File: config.mk
export PLATFORM = sky130hd
export DESIGN_NAME = serial_regbank
export DESIGN_NICKNAME = d
export VERILOG_FILES = /design/src/rtl/srb_pkg.sv /design/src/rtl/srb_pointer.sv /design/src/rtl/srb_channel.sv /design/src/rtl/srb_readmux.sv /design/src/rtl/serial_regbank.sv
export SDC_FILE = /design/constraint.sdc
export NUM_CORES = 1
export LEC_CHECK = 0
export BUFFER_PORTS_ARGS = -buffer_cell sky130_fd_sc_hd__buf_4
export CAP_MARGIN = 10
export CORE_UTILIZATION = 56
export CTS_CLUSTER_DIAMETER = 60
export DETAILED_ROUTE_END_ITERATION = 10
export PLACE_DENSITY = 0.86
export SYNTH_ARGS = -nofsm -noshare
export SYNTH_HDL_FRONTEND = slang
export SYNTH_SLANG_ARGS = --single-unit
File: constraint.sdc
create_clock -name clk -period 3.4 [get_ports clk]
set_input_delay 0.17 -clock clk [delete_from_list [all_inputs] [get_ports clk]]
set_output_delay 0.17 -clock clk [all_outputs]
set_load 0.01 [all_outputs]
File: src/rtl/srb_pkg.sv
package srb_pkg;
  localparam int DATA_W   = 8;
  localparam int REG_N    = 16;
  localparam int CHAN_N   = 2;

  localparam int REG_CMD     = 0;
  localparam int REG_DRAIN   = 1;
  localparam int REG_MASTER  = 9;
  localparam int REG_TC_LO   = 12;
  localparam int REG_TC_HI   = 13;
  localparam int REG_IDENT   = 15;

  localparam logic [7:0] IDENT_RST  = 8'hF8;
  localparam logic [7:0] IDENT_ZERO = 8'h05;

  localparam int CMD_LSB      = 4;
  localparam int MIE_BIT      = 3;
  localparam int VIS_BIT      = 0;
  localparam int RX_AVAIL_BIT = 0;
  localparam int TX_READY_BIT = 2;
  localparam int SENT_BIT     = 0;

  typedef enum logic [2:0] {
    CMD_NOP      = 3'd0,
    CMD_CLR_STAT = 3'd1,
    CMD_CLR_TXI  = 3'd2,
    CMD_CLR_ERR  = 3'd3
  } cmd_e;

  localparam logic [1:0] FULL_RST_CODE = 2'b11;
endpackage

File: src/rtl/srb_pointer.sv
module srb_pointer #(
  parameter int PW = 4
) (
  input  logic          clk,
  input  logic          rst_n,
  input  logic          frst,
  input  logic          hit,
  input  logic          wr,
  input  logic [PW-1:0] load_val,
  output logic [PW-1:0] ptr
);
  always_ff @(posedge clk) begin
    if (!rst_n || frst) begin
      ptr <= '0;
    end else if (hit) begin
      if (wr && ptr == '0) ptr <= load_val;
      else                 ptr <= '0;
    end
  end
endmodule

File: src/rtl/srb_channel.sv
module srb_channel
  import srb_pkg::*;
#(
  parameter int DW   = 8,
  parameter int NREG = 16,
  parameter int PW   = 4
) (
  input  logic               clk,
  input  logic               rst_n,
  input  logic               frst,
  input  logic               ctrl_wr,
  input  logic [PW-1:0]      ptr,
  input  logic [DW-1:0]      wdata,
  input  logic               data_wr,
  output logic [NREG*DW-1:0] cfg,
  output logic               err_clr,
  output logic               stat_clr,
  output logic               txi_clr,
  output logic [DW-1:0]      tx_hold,
  output logic               tx_load
);
  logic cmd_wr;
  cmd_e cmd;

  assign cmd_wr = ctrl_wr && (ptr == '0);
  assign cmd    = cmd_e'(wdata[CMD_LSB +: 3]);

  for (genvar r = 0; r < NREG; r++) begin : g_reg
    localparam bit          STORED = (r != REG_CMD) && (r != REG_MASTER);
    localparam bit          KEEP   = (r == REG_TC_LO) || (r == REG_TC_HI);
    localparam logic [DW-1:0] RSTV = (r == REG_IDENT) ? DW'(IDENT_RST) : '0;
    if (STORED) begin : g_store
      logic [DW-1:0] q;
      always_ff @(posedge clk) begin
        if (!rst_n)                           q <= RSTV;
        else if (frst && !KEEP)               q <= RSTV;
        else if (ctrl_wr && ptr == PW'(r))    q <= wdata;
      end
      assign cfg[r*DW +: DW] = q;
    end else begin : g_none
      assign cfg[r*DW +: DW] = '0;
    end
  end

  always_ff @(posedge clk) begin
    if (!rst_n) begin
      err_clr  <= 1'b0;
      stat_clr <= 1'b0;
      txi_clr  <= 1'b0;
      tx_load  <= 1'b0;
      tx_hold  <= '0;
    end else begin
      err_clr  <= cmd_wr && (cmd == CMD_CLR_ERR);
      stat_clr <= cmd_wr && (cmd == CMD_CLR_STAT);
      txi_clr  <= cmd_wr && (cmd == CMD_CLR_TXI);
      tx_load  <= data_wr;
      if (data_wr) tx_hold <= wdata;
    end
  end
endmodule

File: src/rtl/srb_readmux.sv
module srb_readmux
  import srb_pkg::*;
#(
  parameter int DW   = 8,
  parameter int NREG = 16,
  parameter int PW   = 4
) (
  input  logic               ctrl,
  input  logic [PW-1:0]      ptr,
  input  logic [NREG*DW-1:0] cfg,
  input  logic [DW-1:0]      rx_byte,
  input  logic               rx_avail,
  input  logic               tx_ready,
  input  logic               all_sent,
  output logic [DW-1:0]      rdata
);
  always_comb begin
    rdata = '0;
    if (!ctrl) begin
      rdata = rx_byte;
    end else if (ptr == PW'(REG_CMD)) begin
      rdata[RX_AVAIL_BIT] = rx_avail;
      rdata[TX_READY_BIT] = tx_ready;
    end else if (ptr == PW'(REG_DRAIN)) begin
      rdata[SENT_BIT] = all_sent;
    end else if (ptr == PW'(REG_TC_LO)) begin
      rdata = cfg[REG_TC_LO*DW +: DW];
    end else if (ptr == PW'(REG_TC_HI)) begin
      rdata = cfg[REG_TC_HI*DW +: DW];
    end else if (ptr == PW'(REG_IDENT)) begin
      rdata = cfg[REG_IDENT*DW +: DW] & ~DW'(IDENT_ZERO);
    end
  end
endmodule

File: src/rtl/serial_regbank.sv
module serial_regbank
  import srb_pkg::*;
#(
  parameter int DW   = srb_pkg::DATA_W,
  parameter int NREG = srb_pkg::REG_N
) (
  input  logic                      clk,
  input  logic                      rst_n,
  input  logic                      acc_en,
  input  logic                      acc_wr,
  input  logic                      acc_sel_a,
  input  logic                      acc_ctrl,
  input  logic [DW-1:0]             acc_wdata,
  output logic [DW-1:0]             acc_rdata,
  input  logic [CHAN_N*DW-1:0]      rx_byte,
  input  logic [CHAN_N-1:0]         rx_avail,
  input  logic [CHAN_N-1:0]         tx_ready,
  input  logic [CHAN_N-1:0]         all_sent,
  output logic [CHAN_N*DW-1:0]      tx_hold,
  output logic [CHAN_N-1:0]         tx_load,
  output logic [CHAN_N-1:0]         err_clr,
  output logic [CHAN_N-1:0]         stat_clr,
  output logic [CHAN_N-1:0]         txi_clr,
  output logic                      irq_master_en,
  output logic                      irq_vec_status,
  output logic [CHAN_N*NREG*DW-1:0] cfg
);
  localparam int PW   = $clog2(NREG);
  localparam int BANK = NREG * DW;

  logic [CHAN_N-1:0][PW-1:0] ptr_q;
  logic [CHAN_N-1:0]         hit;
  logic [CHAN_N-1:0]         ctrl_wr;
  logic [CHAN_N-1:0]         data_wr;
  logic [PW-1:0]             ptr_sel;
  logic                      master_wr;
  logic                      frst;
  logic [DW-1:0]             master_q;

  assign ptr_sel   = ptr_q[acc_sel_a];
  assign master_wr = acc_en && acc_ctrl && acc_wr && (ptr_sel == PW'(REG_MASTER));
  assign frst      = master_wr && (acc_wdata[DW-1 -: 2] == FULL_RST_CODE);

  always_ff @(posedge clk) begin
    if (!rst_n || frst) master_q <= '0;
    else if (master_wr) master_q <= acc_wdata;
  end

  assign irq_master_en  = master_q[MIE_BIT];
  assign irq_vec_status = master_q[VIS_BIT];

  for (genvar c = 0; c < CHAN_N; c++) begin : g_chan
    assign hit[c]     = acc_en && acc_ctrl && (acc_sel_a == 1'(c));
    assign ctrl_wr[c] = hit[c] && acc_wr;
    assign data_wr[c] = acc_en && !acc_ctrl && acc_wr && (acc_sel_a == 1'(c));

    srb_pointer #(.PW(PW)) u_ptr (
      .clk      (clk),
      .rst_n    (rst_n),
      .frst     (frst),
      .hit      (hit[c]),
      .wr       (acc_wr),
      .load_val (acc_wdata[PW-1:0]),
      .ptr      (ptr_q[c])
    );

    srb_channel #(.DW(DW), .NREG(NREG), .PW(PW)) u_chan (
      .clk      (clk),
      .rst_n    (rst_n),
      .frst     (frst),
      .ctrl_wr  (ctrl_wr[c]),
      .ptr      (ptr_q[c]),
      .wdata    (acc_wdata),
      .data_wr  (data_wr[c]),
      .cfg      (cfg[c*BANK +: BANK]),
      .err_clr  (err_clr[c]),
      .stat_clr (stat_clr[c]),
      .txi_clr  (txi_clr[c]),
      .tx_hold  (tx_hold[c*DW +: DW]),
      .tx_load  (tx_load[c])
    );
  end

  srb_readmux #(.DW(DW), .NREG(NREG), .PW(PW)) u_rmux (
    .ctrl     (acc_ctrl),
    .ptr      (ptr_sel),
    .cfg      (cfg[acc_sel_a*BANK +: BANK]),
    .rx_byte  (rx_byte[acc_sel_a*DW +: DW]),
    .rx_avail (rx_avail[acc_sel_a]),
    .tx_ready (tx_ready[acc_sel_a]),
    .all_sent (all_sent[acc_sel_a]),
    .rdata    (acc_rdata)
  );
endmodule

== Word-level counts from Yosys, hierarchy flattened ==
Cells that the tools add are included.

* Muxes and demuxes: 20
* Order comparisons: 1
* Bitwise logic cells: 2
* Equality and inequality tests: 37
* Reductions and logical operators: 57
* Shift operators: 2

{| class="wikitable"
|+ Operator list
! cell !! number
|-
| variable part select 256 x 9 -> 128 bit || 1
|-
| equality test 4 bit (second input constant) || 18
|-
| logical AND 1 bit || 50
|-
| equality test 4 x 3 -> 1 bit (second input constant) || 8
|-
| two-way mux 8 bit || 4
|-
| equality test 4 x 2 -> 1 bit (second input constant) || 4
|-
| two-way mux 4 bit || 4
|-
| variable part select 16 x 5 -> 8 bit || 1
|-
| equality test 4 x 1 -> 1 bit (second input constant) || 3
|-
| zero test 4 bit || 3
|-
| two-way mux 1 bit || 10
|-
| two-way mux 7 bit || 1
|-
| equality test 3 x 2 -> 1 bit (second input constant) || 2
|-
| two-way mux 5 bit || 1
|-
| equality test 3 x 1 -> 1 bit (second input constant) || 1
|-
| equality test 2 bit (second input constant) || 1
|-
| zero test 1 bit || 2
|-
| less-than comparator 1 x 2 -> 1 bit (second input constant) || 1
|-
| inverter 1 bit || 2
|-
| OR reduction 2 bit || 1
|-
| logical OR 1 bit || 1
|}

* Bits in registers: 260
* Input port bits: 36
* Logic and storage cells: 160

== Longest topological paths before layout ==
* Depth after elaboration: 9
* Depth in mapped cells: 8
* Gate-level depth less buffers: 4

== Modules after synthesis ==
Synthesis repeated with hierarchy kept, for this count alone.

* Cells, all modules: 1185
* Area total of the unflattened synthesis: 12096.6 um^2

{| class="wikitable"
|+ Modules (own cells, without submodules)
! module !! times used !! cells each !! sequential area each (um^2) !! area an instance (um^2)
|-
| srb_channel || 2 || 462 || 2482.4 || 4789.6
|-
| serial_regbank || 1 || 183 || 40.0 || 1871.8
|-
| srb_readmux || 1 || 46 || 0.0 || 332.8
|-
| srb_pointer || 2 || 16 || 80.1 || 156.4
|}

== Worst setup path after synthesis ==
Ideal clock, no wire load.

* Path type: reg-to-output
* Start: register g_chan[0].u_ptr.ptr[2]
* End: output acc_rdata[2]
* Setup slack: 1642 ps
* Cell stages (with the launch flop): 5
* Buffers on the path: 0
* Data arrival time: 1588 ps
* Path through: dfxtp_1 nand2_1 o32ai_1 nand3_1 o221ai_1

* Cells in the longest elaborated chain, start to end: 8
* Elaborated cells on any way between the ends: 11

{| class="wikitable"
|+ Ends and longest elaborated chain
! what !! line !! RTL
|-
| start, declared || srb_pointer.sv:10 || <nowiki>output logic [PW-1:0] ptr</nowiki>
|-
| start signal, assigned || srb_pointer.sv:16 || <nowiki>if (wr && ptr == '0) ptr <= load_val;</nowiki>
|-
| two-way mux 4 bit (not written as such) (*) (2 in series) || serial_regbank.sv:40 || <nowiki>assign ptr_sel = ptr_q[acc_sel_a];</nowiki>
|-
| equality test 4 bit || srb_readmux.sv:28 || <nowiki>end else if (ptr == PW'(REG_TC_HI)) begin</nowiki>
|-
| two-way mux 8 bit || srb_readmux.sv:28 ||
|-
| two-way mux 8 bit || srb_readmux.sv:26 || <nowiki>end else if (ptr == PW'(REG_TC_LO)) begin</nowiki>
|-
| two-way mux 7 bit || srb_readmux.sv:24 || <nowiki>end else if (ptr == PW'(REG_DRAIN)) begin</nowiki>
|-
| two-way mux 1 bit (*) || srb_readmux.sv:21 || <nowiki>end else if (ptr == PW'(REG_CMD)) begin</nowiki>
|-
| two-way mux 8 bit (*) || srb_readmux.sv:19 || <nowiki>if (!ctrl) begin</nowiki>
|-
| end, declared || serial_regbank.sv:14 || <nowiki>output logic [DW-1:0] acc_rdata,</nowiki>
|}

Every way passes the cells marked *; elsewhere a longest branch is shown, timed or not. The select of a mux whose other input is x is not followed.

== Worst setup path after layout ==
* Start: register g_chan[0].u_ptr.ptr[3]
* End: output acc_rdata[4]

* Cells in the longest elaborated chain, start to end: 9
* Elaborated cells on any way between the ends: 13

{| class="wikitable"
|+ Ends and longest elaborated chain
! what !! line !! RTL
|-
| two-way mux 4 bit (not written as such) (*) (2 in series) || serial_regbank.sv:40 ||
|-
| equality test 4 bit || srb_readmux.sv:30 || <nowiki>end else if (ptr == PW'(REG_IDENT)) begin</nowiki>
|-
| two-way mux 8 bit || srb_readmux.sv:30 ||
|-
| two-way mux 8 bit || srb_readmux.sv:28 ||
|-
| two-way mux 8 bit || srb_readmux.sv:26 ||
|-
| two-way mux 7 bit || srb_readmux.sv:24 ||
|-
| two-way mux 5 bit (*) || srb_readmux.sv:21 ||
|-
| two-way mux 8 bit (*) || srb_readmux.sv:19 ||
|}

Marks and branches as above.

==> impl_metrics.py <==
metrics = {
    "floorplanning": {
        "die_y_um": 142,
        "initial_core_util_pct": 57.8,
        "die-area_um2": 20100,
        "ios": 326,
        "core_um2": 18900,
        "rows": 50,
        "die_x_um": 142,
    },
    "global_route": {
        "track_usage_pct": 32.1,
        "grt_max_degree": 113,
        "grt-ovfl-total": 0,
        "grt_busiest_layer": "met2",
        "grt_util_met1_pct": 39.6,
        "grt_pass1_wl_mm": 50.6,
        "grt_antenna_before_repair": 0,
        "grt_pass1_vias": 9163,
        "grtUsageMet2_pct": 53.6,
        "grtUsageMet3_pct": 9.75,
    },
    "layout": {
        "regArea_um2": 5160,
        "nets": 1351,
        "multi_input_area_um2": 5120,
        "utilization_pct": 73.0,
        "syn2layout_area_growth_pct": 26.2,
        "drive_gt1_share_pct": 28.4,
        "n_antenna_cell": 0,
        "instances_no_fill": 1593,
        "fillerInstances": 1386,
    },
    "drt": {
        "drtPass1Iterations": 5,
        "wire_per_inst_um": 20.7,
        "wl_mm": 33.0,
        "drc": 0,
        "postRouteAntennaNets": 0,
        "vias_per_cell": 5.82,
        "drt-initial-drc-count": 627,
        "vias": 9267,
    },
    "pwr": {
        "p_seq_share_pct": 50.0,
        "power_leakage_nw": 6.33,
        "internal-power_mw": 4.66,
        "combPwrFrac_pct": 4.9,
        "powerDensity_nw_per_um2": 441,
        "swShare_pct": 23.3,
        "p_switching_mw": 1.42,
        "clkPwrFrac_pct": 45.1,
        "ir_worst_vdd_mv": 0.456,
    },
    "logic_synthesis": {
        "synth_ff_type": "dfxtp_1",
        "netlist_area_um2": 10900,
        "syn_area_per_cell_um2": 9.97,
        "synth_common_cells": "258 x dfxtp_1, 241 x mux2i_1, 189 x nor3_1",
        "async_flop_share_pct": 0,
        "synthDistinctLibCells": 55,
        "yosysSeqAreaShare_pct": 47.3,
        "synth-edff-count": 0,
        "yosys_warnings": 0,
        "netlist_top_cells_area": "dfxtp_1 47%, mux2i_1 22%, nor3_1 8.7%",
        "synth_top_area_share_pct": 47.3,
        "synth-seq-cells": 258,
        "synth.most_common_cell": "dfxtp_1",
        "synth_cells": 1096,
        "synth_top_area_cell": "dfxtp_1",
    },
    "timing": {
        "setup_viol": 0,
        "slew_headroom_pct": 21.9,
        "clock_skew_ns": 0.0157,
        "maxSlewViolCount": 0,
        "hold_viol": 0,
        "fin_crit_ns": 3.03,
        "fin_crit_sh_pct": 89.1,
        "worstMarginPinSlew_ns": 1.17,
        "setup_tns_ns": 0,
        "fmax_mhz": 330,
        "rsz0062_at_grt": "false",
    },
    "cts": {
        "htree_num_levels": 1,
        "cts_root_buf": "clkbuf_16",
        "clock_path_buffers": 3,
        "cts_sinks": 258,
        "cts_tree": "done",
        "clk_pin_slew_ns": 0.06,
        "clkLatencyLatePin_ns": 0.54,
        "post-cts-setup-buffer-count": 0,
        "cts_made_buffers": 26,
    },
    "critical_path": {
        "crit_required_ns": 3.23,
        "end_kind": "output port",
        "path_max_fanout": 7,
        "worst-setup-path-type": "flop to output port",
        "cp.arrival_ns": 2.86,
        "reg2reg_depth": 5,
        "worst_setup_path_start_kind": "flop",
    },
    "worst_hold_path": {
        "holdPathStages": 3,
        "hp-class": "input pin to flop",
    },
    "outcome": {
        "status": "completed",
    },
    "place": {
        "hpwl_mm": 21.0,
        "io_buffers": 293,
        "place_inst": 1545,
        "routabilityCongestion": 0.870,
    },
    "job": {
        "maxCapViolCount": 0,
    },
}
-- cell families (layout without fill, tap and decap cells) --
group	after synthesis	count (layout)	share of synthesized area, %
flip-flops	258	258	47.3
AND/OR/NAND/NOR	378	378	19.2
AO/OA/AOI/OAI	59	59	3.61
buffers and inverters	152	358	7.13
multiplexers	248	248	22.8
other	1	32	0.0343
-- through the flow --
step	total power [mW]	hold WS [ns]	setup slack [ns]	cell area, µm²
6_report	6.07	0.105	0.371	13800
3_3_place_gp	3.39	0.444	0.902	13000
3_5_place_dp	3.39	0.448	0.758	13000
4_1_cts	6.08	0.105	0.184	13800
5_1_grt	6.23	0.129	0.311	13800
2_1_floorplan	3.32	0.374	1.64	11000
-- final cells by class --
cell class | count | area share [%]
clock buffer | 39 | 5.51
clock inverter | 7 | 0.381
inverter | 5 | 0.172
multi-input combinational | 717 | 37.1
sequential | 258 | 37.5
tap | 260 | 2.36
timing repair buffer | 307 | 17.0
-- critical path, cell delays in order (launching register included) --
cell       delay [ns]
dfxtp_1          0.45
nand2_1          0.27
o32ai_1          1.01
o2111ai_1        0.29
o211ai_1         0.17
buf_4            0.15
-- worst paths after layout --
path,endpoint,slack (ns),start
worst min-delay path,g_chan[1].u_chan.tx_hold[7]$_SDFFE_PN0P_,0.10,acc_wdata[7]
worst max-delay path,acc_rdata[4],0.37,g_chan[0].u_ptr.ptr[3]$_SDFFE_PP0N_
worst min register to register,g_chan[1].u_chan.tx_hold[2]$_SDFFE_PN0P_,0.46,g_chan[1].u_chan.tx_hold[2]$_SDFFE_PN0P_
worst max register to register,g_chan[0].u_chan.g_reg[11].g_store.q[3]$_SDFFE_PP0P_,0.86,g_chan[1].u_ptr.ptr[3]$_SDFFE_PP0N_
-- registers in the layout, indices dropped and copies added, names as in the netlist --
name,flops
g_chan.u_chan.txi_clr,2
g_chan.u_chan.tx_hold,16
g_chan.u_chan.err_clr,2
master_q,2
g_chan.u_chan.g.g_store.q,224
g_chan.u_chan.tx_load,2
g_chan.u_ptr.ptr,8
g_chan.u_chan.stat_clr,2
-- power by group through the flow --
stage | Clock, mW | Sequential, mW | Combinational, mW
4_1_cts | 2.76 | 3.04 | 0.290
5_1_grt | 2.88 | 3.04 | 0.315
3_3_place_gp | 0 | 3.11 | 0.287
2_1_floorplan | 0 | 3.10 | 0.212
6_report | 2.74 | 3.04 | 0.296
3_5_place_dp | 0 | 3.11 | 0.288
-- cell usage in the layout (no fill, tap or decap), types with 3 or more instances in the layout --
cell type	count
nor2_1	42
clkbuf_8	6
nor2b_1	5
o21ai_0	6
nor4_4	5
nor3_4	5
a22oi_1	8
nor3_2	9
nand2b_1	4
nor3_1	189
nand4b_1	3
clkinv_2	4
mux2_2	7
buf_12	3
and4_1	3
inv_1	4
nand4_1	8
buf_4	302
dfxtp_1	258
clkbuf_1	7
clkbuf_16	26
nand3_1	27
nand2_1	50
and3_1	13
o2111ai_1	6
a21oi_1	18
conb_1	32
mux2i_1	241
o211ai_1	8
-- layer usage --
layer,up-vias,share of wire [%],routed length (µm)
met2,461,47,15600
met4,0,2.5,832
met1,4477,40,13300
met3,69,10,3310
met5,-,0,0
li1,4260,-,-
-- timing repair --
item,in CTS,in global routing
endpoints found under the hold margin,10,0
hold buffers,1,0
resized for setup,0,0
Power figures use the tool's default switching activity.
